[src/rtl/nvm_stat_pkg.sv]
// Package: shared widths, offsets and status bit positions for the
// command launch / status register block.
package nvm_stat_pkg;
    localparam int DATA_W  = 8;
    localparam int CODE_W  = 2;
    localparam int BIT_CC  = 7;
    localparam int BIT_ACC = 5;
    localparam int BIT_PRV = 4;
    localparam int BIT_BSY = 3;
endpackage

[src/rtl/nvm_launch_ctl.sv]
// Launch control: owns the completion flag and the launch pulse.
// Assumes the error flags it sees are registered values from before
// the current write, so a write that clears an error and launches in
// the same cycle is still refused.
module nvm_launch_ctl (
    input  logic clk,
    input  logic rst_n,
    input  logic try_i,     // write of 1 to the completion flag
    input  logic block_i,   // an error is pending
    input  logic viol_i,    // violation input high during the attempt
    input  logic done_i,    // controller done
    output logic cc_o,
    output logic launch_o,
    output logic accept_o,  // launch taken this cycle
    output logic refuse_o,  // allowed attempt rejected by a violation
    output logic finish_o   // running command completes this cycle
);
    logic attempt;

    // Decide what an attempt does in this cycle.
    always_comb begin
        attempt  = try_i && cc_o && !block_i;
        accept_o = attempt && !viol_i;
        refuse_o = attempt && viol_i;
        finish_o = done_i && !cc_o;
    end

    // Completion flag and one-cycle launch pulse.
    always_ff @(posedge clk) begin
        if (!rst_n) begin
            cc_o     <= 1'b1;
            launch_o <= 1'b0;
        end else begin
            launch_o <= accept_o;
            if (accept_o)
                cc_o <= 1'b0;
            else if (finish_o)
                cc_o <= 1'b1;
        end
    end

    p_launch_idle_r3: assert property (@(posedge clk) disable iff (!rst_n)
        launch_o |-> !cc_o);
    p_refuse_blocked_r4: assert property (@(posedge clk) disable iff (!rst_n)
        (try_i && block_i) |=> !launch_o);
    p_done_returns_r6: assert property (@(posedge clk) disable iff (!rst_n)
        (done_i && !cc_o) |=> cc_o);
endmodule

[src/rtl/nvm_err_flags.sv]
// Error flags and result code of the status byte. The access error and
// protection violation are sticky and cleared by writing 1. The result
// code is loaded on completion and zeroed on an accepted launch.
module nvm_err_flags
    import nvm_stat_pkg::*;
(
    input  logic              clk,
    input  logic              rst_n,
    input  logic              set_acc_i,
    input  logic              set_prv_i,
    input  logic              clr_acc_i,
    input  logic              clr_prv_i,
    input  logic              start_i,
    input  logic              finish_i,
    input  logic [CODE_W-1:0] code_i,
    output logic              acc_o,
    output logic              prv_o,
    output logic [CODE_W-1:0] code_o
);
    // Sticky error flags: a set wins over a clear.
    always_ff @(posedge clk) begin
        if (!rst_n) begin
            acc_o <= 1'b0;
            prv_o <= 1'b0;
        end else begin
            acc_o <= set_acc_i || (acc_o && !clr_acc_i);
            prv_o <= set_prv_i || (prv_o && !clr_prv_i);
        end
    end

    // Result code: cleared on launch, loaded on completion.
    always_ff @(posedge clk) begin
        if (!rst_n)
            code_o <= '0;
        else if (start_i)
            code_o <= '0;
        else if (finish_i)
            code_o <= code_i;
    end

    p_acc_sticky_r8: assert property (@(posedge clk) disable iff (!rst_n)
        (acc_o && !clr_acc_i) |=> acc_o);
    p_prv_sticky_r8: assert property (@(posedge clk) disable iff (!rst_n)
        (prv_o && !clr_prv_i) |=> prv_o);
endmodule

[src/rtl/nvm_fault_reg.sv]
// Fault byte: one sticky flag per fault kind, each set by a pulse and
// cleared by writing 1. Assumes the set pulses are synchronous to clk.
module nvm_fault_reg #(
    parameter int FLT_W = 2
) (
    input  logic             clk,
    input  logic             rst_n,
    input  logic [FLT_W-1:0] set_i,
    input  logic [FLT_W-1:0] clr_i,
    output logic [FLT_W-1:0] flag_o
);
    for (genvar g = 0; g < FLT_W; g++) begin : g_cell
        // One write-1-to-clear cell.
        always_ff @(posedge clk) begin
            if (!rst_n)
                flag_o[g] <= 1'b0;
            else
                flag_o[g] <= set_i[g] || (flag_o[g] && !clr_i[g]);
        end

        p_fault_hold_r9: assert property (@(posedge clk) disable iff (!rst_n)
            (!set_i[g] && !clr_i[g]) |=> $stable(flag_o[g]));
    end
endmodule

[src/rtl/nvm_cmd_status.sv]
// Top: register decode and read mux for the status byte and the fault
// byte, plus the interrupt level. Reads are combinational.
module nvm_cmd_status
    import nvm_stat_pkg::*;
#(
    parameter int              ADDR_W    = 4,
    parameter logic [ADDR_W-1:0] STAT_OFS  = 4'h6,
    parameter logic [ADDR_W-1:0] FAULT_OFS = 4'h7
) (
    input  logic              clk,
    input  logic              rst_n,
    input  logic [ADDR_W-1:0] reg_addr,
    input  logic              reg_wr,
    input  logic [DATA_W-1:0] reg_wdata,
    output logic [DATA_W-1:0] reg_rdata,
    input  logic              irq_en,
    output logic              irq,
    output logic              mc_launch,
    input  logic              mc_busy,
    input  logic              mc_done,
    input  logic              mc_viol,
    input  logic              mc_prot,
    input  logic [CODE_W-1:0] mc_err,
    input  logic              fault_sgl,
    input  logic              fault_dbl
);
    localparam int FLT_W = 2;

    logic              wr_stat, wr_flt;
    logic              cc, acc, prv, accept, refuse, finish;
    logic [CODE_W-1:0] code;
    logic [FLT_W-1:0]  flt;

    // Write decode per register.
    always_comb begin
        wr_stat = reg_wr && (reg_addr == STAT_OFS);
        wr_flt  = reg_wr && (reg_addr == FAULT_OFS);
    end

    nvm_launch_ctl u_launch (
        .clk      (clk),
        .rst_n    (rst_n),
        .try_i    (wr_stat && reg_wdata[BIT_CC]),
        .block_i  (acc || prv),
        .viol_i   (mc_viol || mc_prot),
        .done_i   (mc_done),
        .cc_o     (cc),
        .launch_o (mc_launch),
        .accept_o (accept),
        .refuse_o (refuse),
        .finish_o (finish)
    );

    nvm_err_flags u_err (
        .clk       (clk),
        .rst_n     (rst_n),
        .set_acc_i (refuse && mc_viol),
        .set_prv_i (refuse && mc_prot),
        .clr_acc_i (wr_stat && reg_wdata[BIT_ACC]),
        .clr_prv_i (wr_stat && reg_wdata[BIT_PRV]),
        .start_i   (accept),
        .finish_i  (finish),
        .code_i    (mc_err),
        .acc_o     (acc),
        .prv_o     (prv),
        .code_o    (code)
    );

    nvm_fault_reg #(.FLT_W(FLT_W)) u_fault (
        .clk    (clk),
        .rst_n  (rst_n),
        .set_i  ({fault_dbl, fault_sgl}),
        .clr_i  (wr_flt ? reg_wdata[FLT_W-1:0] : '0),
        .flag_o (flt)
    );

    // Read mux and interrupt level.
    always_comb begin
        reg_rdata = '0;
        if (reg_addr == STAT_OFS) begin
            reg_rdata[BIT_CC]       = cc;
            reg_rdata[BIT_ACC]      = acc;
            reg_rdata[BIT_PRV]      = prv;
            reg_rdata[BIT_BSY]      = mc_busy && !cc;
            reg_rdata[CODE_W-1:0]   = code;
        end else if (reg_addr == FAULT_OFS) begin
            reg_rdata[FLT_W-1:0]    = flt;
        end
        irq = irq_en && cc;
    end

    p_viol_refused_r5: assert property (@(posedge clk) disable iff (!rst_n)
        (wr_stat && reg_wdata[BIT_CC] && cc && !acc && !prv && mc_viol)
        |=> (acc && cc && !mc_launch));
endmodule

[config.mk]
export PLATFORM = sky130hd
export DESIGN_NAME = nvm_cmd_status
export DESIGN_NICKNAME = d
export VERILOG_FILES = /design/src/rtl/nvm_stat_pkg.sv /design/src/rtl/nvm_launch_ctl.sv /design/src/rtl/nvm_err_flags.sv /design/src/rtl/nvm_fault_reg.sv /design/src/rtl/nvm_cmd_status.sv
export SDC_FILE = /design/constraint.sdc
export NUM_CORES = 1
export LEC_CHECK = 0
export BUFFER_PORTS_ARGS = -buffer_cell sky130_fd_sc_hd__buf_2
export CAP_MARGIN = 5
export CORE_AREA = 2 2 39 41
export DETAILED_ROUTE_END_ITERATION = 8
export DIE_AREA = 0 0 41 43
export PLACE_DENSITY = 0.8
export SLEW_MARGIN = 10
export SYNTH_ARGS = -nofsm -noshare
export SYNTH_HDL_FRONTEND = slang
export SYNTH_SLANG_ARGS = --single-unit
[constraint.sdc]
create_clock -name clk -period 1.6 [get_ports clk]
set_clock_uncertainty 0.15 [all_clocks]
set_input_delay 0.16 -clock clk [delete_from_list [all_inputs] [get_ports clk]]
set_output_delay 0.16 -clock clk [all_outputs]
set_load 0.02 [all_outputs]
After elaboration in Yosys (flattened, before gate mapping) --
Cells that the tools add are included.
Word-level totals: flip-flop bits (word level) 8, latch bits 0, memory bits (writable) 0, ROM bits 0, output and inout port bits 10, logic and storage cells 50, memories 0
Operators by class: add/subtract/negate cells 0, multiply operators 0, divide/modulo/power cells 0, order comparisons 0, equality and inequality tests 2, shift operators 0, muxes and demuxes 7, bitwise logic cells 1, reduce and logical (&&, ||, !) cells 33
Operator list (count):
- $logic_and 1x1->1 | 18
- $eq 4x3->1 const B | 2
- $logic_not 1->1 | 7
- $logic_or 1x1->1 | 6
- $mux 2 | 3
- $mux 1 | 3
- $mux 3 | 1
- $reduce_bool 2->1 | 1
- $reduce_or 2->1 | 1
- $not 1->1 | 1

Depth between registers and ports, before layout --
word-level depth 8, mapped depth 4, depth with buffers taken out 3

Hierarchy --
A second synthesis with hierarchy kept.
Unflattened totals: cells, all modules 52, area, all modules 478.0 um^2
By module, submodules not included:
- nvm_cmd_status | instances 1, cells each 25, area each 170.2 um^2, sequential area each 0.0 um^2
- nvm_err_flags | instances 1, cells each 13, area each 141.4 um^2, sequential area each 80.1 um^2
- nvm_launch_ctl | instances 1, cells each 8, area each 83.8 um^2, sequential area each 40.0 um^2
- nvm_fault_reg | instances 1, cells each 6, area each 82.6 um^2, sequential area each 40.0 um^2

Worst setup path after synthesis --
OpenSTA, ideal clock, no wires.
path type flip-flop to flip-flop, from register u_launch.cc_o, to register u_err.code_o[0], library setup time 0.116 ns, data arrival time 0.964 ns, data required time 1.334 ns, setup slack 0.371 ns, cell stages (with the launch flop) 4, cell sequence dfxtp_1 > nor2b_1 > mux2_2 > and3_1
Between the ends: cells in the longest elaborated chain, start to end 4, elaborated cells between the ends (all ways) 6
RTL lines:
- start, declared | RTL line nvm_launch_ctl.sv:12 | output logic cc_o,
- start signal, assigned | RTL line nvm_launch_ctl.sv:31 | cc_o <= 1'b1;
- start signal, assigned | RTL line nvm_launch_ctl.sv:36 | cc_o <= 1'b0;
- start signal, assigned | RTL line nvm_launch_ctl.sv:38 | cc_o <= 1'b1;
- $logic_and 1x1->1 (2 in a row) | RTL line nvm_launch_ctl.sv:22 | attempt = try_i && cc_o && !block_i;
- $logic_and 1x1->1 | RTL line nvm_launch_ctl.sv:23 | accept_o = attempt && !viol_i;
- $reduce_or 2->1 (no source line)
- end signal, assigned | RTL line nvm_err_flags.sv:38 | code_o <= code_i;
- end, declared | RTL line nvm_err_flags.sv:18 | output logic [CODE_W-1:0] code_o
Parallel ways exist; a longest one is shown, timed or not. A chain may end at the register's enable or synchronous reset.

Worst setup path in the final report --
from input port reg_addr[3], to output port reg_rdata[3]
Between the ends: cells in the longest elaborated chain, start to end 2
RTL lines:
- start, declared | RTL line nvm_cmd_status.sv:12 | input logic [ADDR_W-1:0] reg_addr,
- $eq 4x3->1 | RTL line nvm_cmd_status.sv:80 | if (reg_addr == STAT_OFS) begin
- $mux 3 | RTL line nvm_cmd_status.sv:80
- end, declared | RTL line nvm_cmd_status.sv:15 | output logic [DATA_W-1:0] reg_rdata,
Every way passes these cells.

==> flow_summary_export.csv <==
group,metric,value,unit
status,status,"finished, final reports clean",
clock_network,cts_setup_buffers,0,
sta,rsz0062_at_grt,"no",
floorplanning,die_h,43,um
synthesis,ys_seq_elements,8,
worst_setup_path,critPathMaxStageDelay,0.48,ns
sta,hold_viol,0,
pwr,p_leak,0.3243,nW
routing,postRouteWirelength,1042,um
synthesis,synth_cells,51,
grt,grtUsageTotal,14.20,%
layout,layout-drive-gt1-share,54.43,%
routing,detail_route.wl_per_cell,10.97,um
clock_network,cts_buffers,3,
worst_setup_path,cpMostUsedCell,"buf_2",
synthesis,synth_top_area_share,34.97,%
place,port_buffers,28,
synthesis,yosys_warnings,0,
floorplanning,dieWidth,41,um
sta,setup_violations,0,
sta,period_share,89.51,%
worst_setup_path,cp_cell_sequence,"buf_2, and4bb_1, and3b_2, buf_2",
routing,wl_met1,433,um
synthesis,syn_area_per_cell,8.979,sq um
worst_setup_path,end_kind,"output port",
clock_network,htree_levels,1,
hold_path,min_path_type,"in2reg",
grt,grt_pass1_wl,1656,um
clock_network,clkTransAtPathRegs,0.06,ns
worst_setup_path,worstSetupStartpointType,"input pin",
layout,nets,105,
synthesis,syn_area,457.9,sq um
grt,grt_overflow,0,
floorplanning,pin_count,34,
layout,design_area,614.3,sq um
routing,met2WireLength,500,um
place,place_area,591.8,sq um
sta,fmax,698.3,MHz
routing,first_iter_violations,8,
grt,antenna_found_initial,0,
place,post-place-ws,0.1619,ns
synthesis,ys_types,25,
grt,grt_max_degree,11,
place,dp_hpwl,837.2,um
synthesis,ys_seq_area_share,34.97,%
sta,finalCriticalPeriod,1.432,ns
sta,setup_ws,0.1679,ns
worst_setup_path,cp_slowest_cell,"and4bb_1",
routing,vias_per_cell,4.895,
routing,drc,0,
clock_network,cts.path.max_buffers,2,
worst_setup_path,worstPathMaxFanout,10,
place,gp_congestion,0.7144,
routing,drtAntennaViolNets,0,
clock_network,cts_resized,0,
clock_network,postCtsHoldBufs,0,
routing,top_layer,"met4",
routing,dr.pass1.iters,4,
clock_network,root_buffer,"clkbuf_4",
routing,vias,465,
worst_setup_path,required,1.29,ns
synthesis,synth_area_leader_cell,"dfxtp_1",
sta,slew_violations,0,
layout,diodes,0,
routing,met3_length,95,um
layout,fillers,143,
clock_network,tritoncts,"yes",
synthesis,synthTopCellsByArea,"dfxtp_1, and3_1, and2_2",
pwr,power_density,686.1,mW/mm^2
pwr,ir_worst_vdd,300.9,uV
floorplanning,core,0.001384,sq mm
floorplanning,row_count,14,
floorplanning,initial_utilization,33.09,%
worst_setup_path,critPathKind,"in2out",
floorplanning,dieArea,0.001763,sq mm
sta,finalSetupTns,0,ns
run,cap_violations,0,
layout,synthToLayoutAreaGrowth,34.15,%
grt,grt_pass1_vias,404,
worst_setup_path,worstPathArrival,1.12,ns
clock_network,cts.sinks,8,
clock_network,clock_latency,0.25,ns
## cell families (layout without fill, tap and decap cells)
family / Yosys count / in the layout / synth area share (%)
simple gates: 26 / 26 / 38.80
flops: 8 / 8 / 34.97
compound gates: 9 / 9 / 13.12
buf+inv: 5 / 32 / 7.374
other cells: 1 / 2 / 0.8189
mux: 2 / 2 / 4.918
## worst max-delay path, delay by kind of cell
family | cells | cell delay (ns)
simple gates | 2 | 0.71
buf+inv | 2 | 0.25
## final timing paths
kind              slack, ns                            to                  startpoint  depth (start not counted)
hold reg to reg        0.33        u_err.prv_o$_SDFF_PN0_      u_err.prv_o$_SDFF_PN0_                          2
setup reg to reg       0.30  u_err.code_o[0]$_SDFFE_PP0P_  u_launch.cc_o$_SDFFE_PN1P_                          3
setup / recovery       0.17                  reg_rdata[3]                 reg_addr[3]                          4
hold / removal         0.04        u_err.prv_o$_SDFF_PN0_                     mc_prot                          3
## metrics by stage
step                      power [mW]  std cells  hold WS (ns)  util (%)
after global placement        0.2691         92        0.2892     42.77
final                         0.4215         95       0.03868     44.39
after detailed placement      0.2703         92        0.3062     42.77
after global routing          0.4478         95       0.05213     44.39
after CTS                     0.4303         95       0.03286     44.39
after floorplan               0.2431         52        0.1393         -
## registers in the layout, summed over array words and instances (netlist names)
register / count
u_err.code_o: 2
u_fault.flag_o: 2
u_err.acc_o: 1
u_err.prv_o: 1
u_launch.cc_o: 1
u_launch.launch_o: 1
## cell type report
| type | instances | area (sq um) | area share [%] |
|---|---|---|---|
| multi-input cells | 39 | 267.8 | 43.58 |
| flip-flops and latches | 8 | 160.2 | 26.07 |
| repair buffers | 28 | 140.1 | 22.81 |
| clock buffers | 3 | 22.52 | 3.666 |
| well taps | 16 | 20.02 | 3.259 |
| inverters | 1 | 3.754 | 0.6110 |
## placed cells by master (no fill, tap or decap), drive strengths merged
| master | instances |
|---|---|
| and4b | 1 |
| and2 | 4 |
| or2 | 1 |
| nor2 | 4 |
| and3b | 1 |
| o21ai | 2 |
| buf | 28 |
| clkbuf | 3 |
| a22o | 2 |
| o22ai | 2 |
| a21oi | 2 |
| nand3 | 2 |
| and3 | 4 |
| a21o | 1 |
| conb | 2 |
| nand4 | 1 |
| nand2 | 5 |
| dfxtp | 8 |
| and4bb | 2 |
| mux2 | 2 |
| inv | 1 |
| nor2b | 1 |
## synth_stat cells (all sizes together)
library cell	number
a22o	2
and3b	1
nor2b	1
and3	4
and4b	1
a21oi	2
inv	1
nand2	5
nor2	4
mux2	2
and4bb	2
nand3	2
o22ai	2
or2	1
buf	3
clkbuf	1
and2	4
o21ai	2
conb	1
a21o	1
dfxtp	8
nand4	1
## routing by layer
| layer | global-route usage (%) | vias to the layer above |
|---|---|---|
| li1 | - | 233 |
| met1 | 16.23 | 210 |
| met2 | 21.56 | 20 |
| met3 | 3.665 | 2 |
| met4 | 10.00 | 0 |
| met5 | 0 | - |
## report_power, final
group          internal [mW]  switching, mW  total [mW]
Combinational         0.0289         0.0320      0.0609
Sequential             0.203        0.00186       0.205
Clock                 0.0859         0.0694       0.155
Total                  0.318          0.103       0.422
Power figures use the tool's default switching activity.
